[src/rtl/spi_pm_pkg.sv]
package spi_pm_pkg;

  localparam int DATA_W = 16;
  localparam int BIT_W  = 4;

  typedef enum logic [2:0] {
    ST_IDLE,
    ST_LEAD,
    ST_HALF_A,
    ST_HALF_B,
    ST_TAIL,
    ST_GAP
  } spi_pm_state_e;

  // Maps the k-th bit on the wire to its position in the data word.
  function automatic logic [BIT_W-1:0] wire_slot(
    input logic [BIT_W-1:0] k,
    input logic             wide,
    input logic             swap,
    input logic             lsb
  );
    logic       byte_sel;
    logic [2:0] bit_sel;
    byte_sel = (wide && swap) ? ~k[3] : k[3];
    bit_sel  = lsb ? k[2:0] : ~k[2:0];
    return {byte_sel, bit_sel};
  endfunction

endpackage

[src/rtl/spi_pm_fifo.sv]
module spi_pm_fifo #(
  parameter int WIDTH = 16,
  parameter int DEPTH = 4,
  localparam int AW   = (DEPTH > 1) ? $clog2(DEPTH) : 1,
  localparam int CW   = $clog2(DEPTH + 1)
) (
  input  logic             clk,
  input  logic             rst_n,
  input  logic             clear,
  input  logic             push,
  input  logic [WIDTH-1:0] wdata,
  input  logic             pop,
  output logic [WIDTH-1:0] rdata,
  output logic [CW-1:0]    count,
  output logic             overflow,
  output logic             underflow
);

  logic [WIDTH-1:0] mem_q [DEPTH];
  logic [AW-1:0]    wr_q, wr_d, rd_q, rd_d;
  logic [CW-1:0]    cnt_q, cnt_d;
  logic             ovf_q, ovf_d, unf_q, unf_d;
  logic             full, empty, do_push, do_pop;

  assign full    = (cnt_q == CW'(DEPTH));
  assign empty   = (cnt_q == '0);
  assign do_push = push && !full && !clear;
  assign do_pop  = pop && !empty && !clear;

  function automatic logic [AW-1:0] step(input logic [AW-1:0] p);
    return (p == AW'(DEPTH - 1)) ? '0 : p + 1'b1;
  endfunction

  always_comb begin
    wr_d  = wr_q;
    rd_d  = rd_q;
    cnt_d = cnt_q;
    ovf_d = ovf_q;
    unf_d = unf_q;
    if (clear) begin
      wr_d  = '0;
      rd_d  = '0;
      cnt_d = '0;
      ovf_d = 1'b0;
      unf_d = 1'b0;
    end else begin
      if (do_push) wr_d = step(wr_q);
      if (do_pop)  rd_d = step(rd_q);
      cnt_d = cnt_q + CW'(do_push) - CW'(do_pop);
      if (push && full)  ovf_d = 1'b1;
      if (pop && empty)  unf_d = 1'b1;
    end
  end

  always_ff @(posedge clk or negedge rst_n) begin
    if (!rst_n) begin
      wr_q  <= '0;
      rd_q  <= '0;
      cnt_q <= '0;
      ovf_q <= 1'b0;
      unf_q <= 1'b0;
    end else begin
      wr_q  <= wr_d;
      rd_q  <= rd_d;
      cnt_q <= cnt_d;
      ovf_q <= ovf_d;
      unf_q <= unf_d;
    end
  end

  // Storage carries no reset; entries are only read once written.
  always_ff @(posedge clk) begin
    if (do_push) mem_q[wr_q] <= wdata;
  end

  assign rdata     = mem_q[rd_q];
  assign count     = cnt_q;
  assign overflow  = ovf_q;
  assign underflow = unf_q;

endmodule

[src/rtl/spi_pm_engine.sv]
module spi_pm_engine
  import spi_pm_pkg::*;
#(
  parameter int SEG_W = 8
) (
  input  logic              clk,
  input  logic              rst_n,
  input  logic              master_en,
  input  logic              clk_pol,
  input  logic              clk_pha,
  input  logic              frame_16,
  input  logic              byte_swap,
  input  logic              lsb_first,
  input  logic              hold_select,
  input  logic              rx_discard,
  input  logic [SEG_W-1:0]  start_len,
  input  logic [SEG_W-1:0]  ph0_len,
  input  logic [SEG_W-1:0]  ph1_len,
  input  logic [SEG_W-1:0]  stop_len,
  input  logic [SEG_W-1:0]  gap_len,
  input  logic              tx_avail,
  input  logic [DATA_W-1:0] tx_head,
  output logic              tx_take,
  output logic              rx_put,
  output logic [DATA_W-1:0] rx_word,
  input  logic              miso,
  output logic              sclk,
  output logic              mosi,
  output logic              cs_n
);

  spi_pm_state_e     state_q, state_d;
  logic [SEG_W-1:0]  cnt_q, cnt_d;
  logic [BIT_W-1:0]  bit_q, bit_d;
  logic [DATA_W-1:0] txw_q;
  logic [DATA_W-1:0] rxw_q, rxw_d;
  logic              rxw_en;
  logic [SEG_W-1:0]  seg_len;
  logic              seg_done;
  logic [BIT_W-1:0]  last_bit;
  logic [BIT_W-1:0]  slot;
  logic              may_start;

  assign last_bit  = frame_16 ? BIT_W'(15) : BIT_W'(7);
  assign slot      = wire_slot(bit_q, frame_16, byte_swap, lsb_first);
  assign may_start = master_en && tx_avail;

  always_comb begin
    unique case (state_q)
      ST_LEAD:   seg_len = start_len;
      ST_HALF_A: seg_len = ph0_len;
      ST_HALF_B: seg_len = ph1_len;
      ST_TAIL:   seg_len = stop_len;
      ST_GAP:    seg_len = gap_len;
      default:   seg_len = '0;
    endcase
  end

  assign seg_done = (cnt_q == seg_len);

  always_comb begin
    state_d = state_q;
    bit_d   = bit_q;
    rxw_d   = rxw_q;
    rxw_en  = 1'b0;
    tx_take = 1'b0;
    rx_put  = 1'b0;
    cnt_d   = (state_q == ST_IDLE || seg_done) ? '0 : cnt_q + 1'b1;
    unique case (state_q)
      ST_IDLE: begin
        if (may_start) begin
          tx_take = 1'b1;
          bit_d   = '0;
          rxw_d   = '0;
          rxw_en  = 1'b1;
          state_d = ST_LEAD;
        end
      end
      ST_LEAD: begin
        if (seg_done) state_d = ST_HALF_A;
      end
      ST_HALF_A: begin
        if (seg_done) begin
          rxw_d[slot] = miso;
          rxw_en      = 1'b1;
          state_d     = ST_HALF_B;
        end
      end
      ST_HALF_B: begin
        if (seg_done) begin
          if (bit_q == last_bit) begin
            rx_put = !rx_discard;
            if (hold_select && may_start) begin
              tx_take = 1'b1;
              bit_d   = '0;
              rxw_d   = '0;
              rxw_en  = 1'b1;
              state_d = ST_HALF_A;
            end else begin
              state_d = ST_TAIL;
            end
          end else begin
            bit_d   = bit_q + 1'b1;
            state_d = ST_HALF_A;
          end
        end
      end
      ST_TAIL: begin
        if (seg_done) state_d = ST_GAP;
      end
      ST_GAP: begin
        if (seg_done) state_d = ST_IDLE;
      end
      default: state_d = ST_IDLE;
    endcase
  end

  always_ff @(posedge clk or negedge rst_n) begin
    if (!rst_n) begin
      state_q <= ST_IDLE;
      cnt_q   <= '0;
      bit_q   <= '0;
      txw_q   <= '0;
      rxw_q   <= '0;
    end else begin
      state_q <= state_d;
      cnt_q   <= cnt_d;
      bit_q   <= bit_d;
      if (tx_take) txw_q <= tx_head;
      if (rxw_en)  rxw_q <= rxw_d;
    end
  end

  assign cs_n    = (state_q == ST_IDLE) || (state_q == ST_GAP);
  assign sclk    = clk_pol ^ (clk_pha ? (state_q == ST_HALF_A) : (state_q == ST_HALF_B));
  assign mosi    = (state_q == ST_LEAD || state_q == ST_HALF_A || state_q == ST_HALF_B)
                   ? txw_q[slot] : 1'b0;
  assign rx_word = rxw_q;

endmodule

[src/rtl/spi_phase_master.sv]
module spi_phase_master
  import spi_pm_pkg::*;
#(
  parameter int FIFO_DEPTH = 4,
  parameter int SEG_W      = 8,
  localparam int CNT_W     = $clog2(FIFO_DEPTH + 1)
) (
  input  logic              clk,
  input  logic              rst_n,
  input  logic              master_en,
  input  logic              clk_pol,
  input  logic              clk_pha,
  input  logic              frame_16,
  input  logic              byte_swap,
  input  logic              lsb_first,
  input  logic              hold_select,
  input  logic              rx_discard,
  input  logic [SEG_W-1:0]  start_len,
  input  logic [SEG_W-1:0]  ph0_len,
  input  logic [SEG_W-1:0]  ph1_len,
  input  logic [SEG_W-1:0]  stop_len,
  input  logic [SEG_W-1:0]  gap_len,
  input  logic              tx_push,
  input  logic [DATA_W-1:0] tx_wdata,
  input  logic              tx_clear,
  output logic [CNT_W-1:0]  tx_count,
  output logic              tx_overflow,
  input  logic              rx_pop,
  output logic [DATA_W-1:0] rx_rdata,
  input  logic              rx_clear,
  output logic [CNT_W-1:0]  rx_count,
  output logic              rx_overflow,
  output logic              rx_underflow,
  output logic              sclk,
  output logic              mosi,
  input  logic              miso,
  output logic              cs_n
);

  logic              tx_take;
  logic [DATA_W-1:0] tx_head;
  logic              rx_put;
  logic [DATA_W-1:0] rx_word;
  logic              tx_underflow_unused;

  spi_pm_fifo #(.WIDTH(DATA_W), .DEPTH(FIFO_DEPTH)) u_tx_fifo (
    .clk       (clk),
    .rst_n     (rst_n),
    .clear     (tx_clear),
    .push      (tx_push),
    .wdata     (tx_wdata),
    .pop       (tx_take),
    .rdata     (tx_head),
    .count     (tx_count),
    .overflow  (tx_overflow),
    .underflow (tx_underflow_unused)
  );

  spi_pm_fifo #(.WIDTH(DATA_W), .DEPTH(FIFO_DEPTH)) u_rx_fifo (
    .clk       (clk),
    .rst_n     (rst_n),
    .clear     (rx_clear),
    .push      (rx_put),
    .wdata     (rx_word),
    .pop       (rx_pop),
    .rdata     (rx_rdata),
    .count     (rx_count),
    .overflow  (rx_overflow),
    .underflow (rx_underflow)
  );

  spi_pm_engine #(.SEG_W(SEG_W)) u_engine (
    .clk         (clk),
    .rst_n       (rst_n),
    .master_en   (master_en),
    .clk_pol     (clk_pol),
    .clk_pha     (clk_pha),
    .frame_16    (frame_16),
    .byte_swap   (byte_swap),
    .lsb_first   (lsb_first),
    .hold_select (hold_select),
    .rx_discard  (rx_discard),
    .start_len   (start_len),
    .ph0_len     (ph0_len),
    .ph1_len     (ph1_len),
    .stop_len    (stop_len),
    .gap_len     (gap_len),
    .tx_avail    (tx_count != '0 && !tx_clear),
    .tx_head     (tx_head),
    .tx_take     (tx_take),
    .rx_put      (rx_put),
    .rx_word     (rx_word),
    .miso        (miso),
    .sclk        (sclk),
    .mosi        (mosi),
    .cs_n        (cs_n)
  );

endmodule

[config.mk]
export PLATFORM = sky130hd
export DESIGN_NAME = spi_phase_master
export DESIGN_NICKNAME = d
export VERILOG_FILES = /design/src/rtl/spi_pm_pkg.sv /design/src/rtl/spi_pm_fifo.sv /design/src/rtl/spi_pm_engine.sv /design/src/rtl/spi_phase_master.sv
export SDC_FILE = /design/constraint.sdc
export NUM_CORES = 1
export LEC_CHECK = 0
export BUFFER_PORTS_ARGS = -buffer_cell sky130_fd_sc_hd__buf_4
export CAP_MARGIN = 20
export CORE_MARGIN = 2
export CORE_UTILIZATION = 38
export CTS_CLUSTER_DIAMETER = 200
export DETAILED_ROUTE_END_ITERATION = 10
export GPL_TIMING_DRIVEN = 0
export PLACE_DENSITY = 0.55
export RECOVER_POWER = 100
export SYNTH_ARGS = -nofsm -noshare
export SYNTH_HDL_FRONTEND = slang
export SYNTH_SLANG_ARGS = --single-unit
[constraint.sdc]
create_clock -name clk -period 6.7 [get_ports clk]
set_clock_uncertainty 0.1 [all_clocks]
set_input_delay 0 -clock clk [delete_from_list [all_inputs] [get_ports clk]]
set_output_delay 0 -clock clk [all_outputs]
set_load 0.05 [all_outputs]
==> results by stage <==
Routing:
- The detailed router finished its first iteration with approximately 370 violations.
- After detailed routing, the average wire length per cell comes to about 18 um.
- In this run the remaining antenna-violating nets after routing total 0.
- The total wire length after detailed routing is roughly 18 mm.
- The via density per instance is roughly 5.2.
- In the routed design, unresolved DRC markers number 0.
- The via count is slightly above 5000.
- The total iterations of the first detailed-routing run is 4.

Min path:
- The path category of the worst min-delay check is input port to flip-flop.
- The worst hold path was traced through 4 stages.

Placed design:
- Timing analysis after detailed placement gives a worst setup slack of 2.773 ns.
- The placed wire-length estimate after detailed placement is ~13 mm.
- In this run the cell area measured after placement is around 9700 um^2.
- The congestion estimate from routability-driven global placement came to between 0.8 and 0.9.
- The number of placed instances, taps included is ~940.
- The count of buffers inserted at the top-level ports is 97.

Clock tree:
- The source-to-sink clock delay at the later pin of the worst-skew pair is between 0.4 and 0.5 ns.
- In this run, CTS created clock tree buffers numbering 17.
- The longest clock path from root to sink contains 2 buffers.
- The CTS tree is yes.
- The cell sitting at the root of the clock tree is a sky130_fd_sc_hd__clkbuf_16.
- The clock-pin slew on the worst setup and hold paths is around 0.07 ns.
- For this design, the sink count on the clock tree is around 190.
- The CTS H-tree depth is 4.

Logic synthesis:
- The average instance area after synthesis is around 15 um^2.
- The proportion of netlist area held by the largest area contributor is 0.4477.
- The share of synthesized area occupied by flip-flops and latches is 0.6343.
- The commonest cells after synthesis are sky130_fd_sc_hd__edfxtp_1, sky130_fd_sc_hd__dfrtp_1, sky130_fd_sc_hd__mux4_2.
- The area of the mapped netlist is approximately 8600 um^2.
- The net count after synthesis is 650.
- Among all flip-flop cells after synthesis, the most frequent one is sky130_fd_sc_hd__edfxtp_1.
- Yosys printed 0 warnings.
- By instance count, the leading cell after synthesis is sky130_fd_sc_hd__edfxtp_1.
- Synthesis handed over a netlist of between 500 and 600 instances.
- In the synthesized netlist the async set-or-reset flop fraction comes to 0.3333.
- The synthesized design contains ~190 register bits.
- In the post-synthesis netlist, the biggest area contributors are sky130_fd_sc_hd__edfxtp_1, sky130_fd_sc_hd__dfrtp_1, sky130_fd_sc_hd__mux4_2, sky130_fd_sc_hd__mux2_1, sky130_fd_sc_hd__ha_1.
- Counting distinct cell types in the post-synthesis netlist gives 54.
- In this run, synthesis inferred ~130 flip-flops with an integrated enable.
- The leading area contributor after synthesis is sky130_fd_sc_hd__edfxtp_1.

Die:
- The initial utilization of the core area, before any placement, comes to 0.3897.
- In this run the count of I/O pins placed on the die edge is about 100.
- The height of the die is ~150 um.
- The die boundary width is about 150 um.
- The number of cell rows is 54.
- The floorplan step defined a die boundary enclosing approximately 24000 um^2.
- The floorplan step defined a core boundary enclosing 22030 um^2.

Critical path:
- The data arrival time at the worst-slack endpoint is roughly 5.0 ns.
- The worst register-to-register path begins at u_engine.state_q[1].
- STA classifies the critical path startpoint as a flip-flop.
- Data on the critical path is required at its endpoint by a little under 7 ns.
- Tracing the worst setup path back leads to its startpoint at u_engine.state_q[1].
- Measured in cells, the most critical reg-to-reg path has a length of 16.
- The capturing element of the worst setup path is u_tx_fifo.count[2].
- The critical path goes through clkbuf_1 -> clkbuf_1 -> a211oi_1 -> mux2i_1 -> nand4_1 -> nor4_1 -> nand2_2 -> o21ai_0 -> clkbuf_1 -> ha_1 -> inv_1 -> ha_1 -> inv_1 -> fa_1 -> xnor2_1 -> nor2_1.
- In this run the register-to-register setup slack is 1.86 ns.
- The class of the most critical setup path is flip-flop to flip-flop.
- The type of destination of the critical path is a flip-flop.
- Of all nets on the critical path, the largest fanout is 10.
- The cell family with the largest share of critical-path delay is simple AND/OR/NAND/NOR gates.
- The number of buffers and inverters on the critical path is 5.
- The most used cell along the critical path is sky130_fd_sc_hd__clkbuf_1.
- In this run the critical register-to-register path is captured at u_tx_fifo.count[2].
- The logic depth of the worst setup path including buffers is 16.
- The stage delay of the slowest cell on the critical path is approximately 0.96 ns.
- For this design, the slowest cell found on the critical path is sky130_fd_sc_hd__nor4_1.

Global routing:
- Entering global routing, the biggest net connects between 60 and 70 pins.
- For this run, global-route usage on met2 was measured as 0.2849.
- The met3 track utilization from global routing is 0.03110.
- The routing usage on met1 is 0.1888.
- In this run the most used layer during global routing was met2.
- For this run the aggregate overflow at the end of global routing stands at 0.
- The number of global-route vias before repair was roughly 5500.
- The number of antenna violations at the first check in global routing is 0.
- The total global-route track usage is 0.1567.
- The global-route wire length before repair is 28.77 mm.

Timing:
- The max-slew violation count is 65.
- The maximum clock frequency is between 0.2 and 0.25 GHz.
- For the finished layout, the period the worst path requires is roughly 4.8 ns.
- The pin slew with the least headroom to its limit is 3.424 ns.
- The worst-case hold slack is ~0.051 ns.
- The setup violation total in the final timing report is 0.
- Dividing the final minimum period by the clock period gives 0.7224.
- The worst setup slack after layout is about 1.9 ns.
- Adding up every negative setup slack in the final design gives 0 ns.
- Setup repair after global routing left no endpoint under its margin.
- The final hold violation count was 0.
- The headroom to the max-slew limit is -1.282.

Power:
- The overall power is slightly above 3 mW.
- For this design the ratio of total power to cell area is roughly 290 nW/um^2.
- The worst-case vdd ir drop is 0.0001889 V.
- Summed over all cells, the static leakage comes to ~4.1 nW.

Finish:
- In the final design database the tool counted a little under 800 nets.
- The cell area after layout is roughly 10000 um^2.
- The final cell count without fillers is approximately 1000.
- The final core utilization is 0.4707.
- The fraction of layout instances using a drive strength above 1 is 0.1872.
- The antenna cell count is 0.
- The post-synthesis to final-layout area growth is 20.77%.

Status:
- The final reports fail on max-capacitance violations, max-slew violations.
- The run finished, with violations left.

Run:
- Max-cap violations in this run came to 1.
flip-flops by register name, summed over array words and instances (netlist names):
name and cells:
u_tx_fifo.mem_q 64, u_engine.txw_q 16, u_engine.cnt_q 8, u_tx_fifo.rd_q 2, u_engine.rx_word 16, u_tx_fifo.overflow 1
u_rx_fifo.rd_q 2, u_rx_fifo.overflow 1, u_rx_fifo.mem_q 64, u_engine.state_q 3, u_tx_fifo.wr_q 2, u_rx_fifo.wr_q 2
u_engine.bit_q 4, u_rx_fifo.underflow 1, u_rx_fifo.count 3, u_tx_fifo.count 3
cells in the final DEF, fill, tap and decap left out, types with 3 or more instances in the layout:
cell / n
sky130_fd_sc_hd__dfrtp_1: 64
sky130_fd_sc_hd__nand3b_1: 3
sky130_fd_sc_hd__o221ai_1: 5
sky130_fd_sc_hd__ha_1: 16
sky130_fd_sc_hd__nor3_1: 6
sky130_fd_sc_hd__nand2_1: 17
sky130_fd_sc_hd__nor2_1: 34
sky130_fd_sc_hd__nand4bb_1: 3
sky130_fd_sc_hd__o21ai_0: 37
sky130_fd_sc_hd__nor2b_1: 9
sky130_fd_sc_hd__mux2_1: 20
sky130_fd_sc_hd__bufinv_16: 3
sky130_fd_sc_hd__buf_6: 3
sky130_fd_sc_hd__nand3_1: 10
sky130_fd_sc_hd__dlygate4sd3_1: 25
sky130_fd_sc_hd__xor2_1: 15
sky130_fd_sc_hd__inv_8: 5
sky130_fd_sc_hd__edfxtp_1: 128
sky130_fd_sc_hd__clkbuf_1: 66
sky130_fd_sc_hd__nand2b_1: 8
sky130_fd_sc_hd__and3_1: 8
sky130_fd_sc_hd__mux4_2: 37
sky130_fd_sc_hd__a211oi_1: 19
sky130_fd_sc_hd__and2_0: 9
sky130_fd_sc_hd__mux2i_1: 20
sky130_fd_sc_hd__buf_4: 54
sky130_fd_sc_hd__inv_1: 14
sky130_fd_sc_hd__clkbuf_16: 17
sky130_fd_sc_hd__xnor2_1: 9
sky130_fd_sc_hd__inv_6: 3
sky130_fd_sc_hd__a21oi_1: 10
worst min-delay path, stage by stage:
cell	delay, ns
sky130_fd_sc_hd__buf_4	0.11
sky130_fd_sc_hd__xnor2_1	0.14
sky130_fd_sc_hd__and3_1	0.20
sky130_fd_sc_hd__o41ai_1	0.08
layout make-up:
type / count / area (um^2)
fillers: 1965 / 11660
flip-flops and latches: 192 / 5445
multi-input cells: 327 / 2925
repair buffers: 123 / 820.8
clock buffers: 17 / 425.4
well taps: 280 / 350.3
clock inverters: 15 / 217.7
plain buffers: 28 / 130.1
inverters: 14 / 52.55
power by group:
group	leakage [nW]	switching [mW]	internal [mW]	total (mW)
Clock	0.315	0.474	0.610	1.08
Sequential	2.20	0.0555	1.32	1.38
Combinational	1.58	0.345	0.241	0.586
Total	4.09	0.874	2.17	3.05
cells by family (layout without fill, tap and decap cells):
kind of cell	Yosys count	after routing	share of synthesized area
simple gates	124	124	0.07973
fa+ha+maj	18	18	0.02798
buf+inv	42	197	0.02245
compound gates	84	84	0.06442
xor+xnor	24	24	0.02449
flops	192	192	0.6343
mux	77	77	0.1466
layer usage:
metal,share of wire,up-vias
li1,-,2431
met1,0.42,2663
met2,0.54,85
met3,0.031,13
met4,0.011,0
met5,0,-
repair_timing:
item,4_1_cts,5_1_grt
hold buffers,25,0
endpoints found under the hold margin,140,0
resized for setup,0,0
setup buffers,0,0
how the worst min path moves through the flow:
stage,from,end
5_1_grt,frame_16,u_engine.bit_q[0]
3_5_place_dp,rst_n,u_engine.cnt_q[6]
4_1_cts,frame_16,u_engine.bit_q[0]
2_1_floorplan,rst_n,u_engine.bit_q[0]
6_report,frame_16,u_engine.bit_q[0]
3_3_place_gp,rst_n,u_engine.cnt_q[7]
Power figures use the tool's default switching activity.
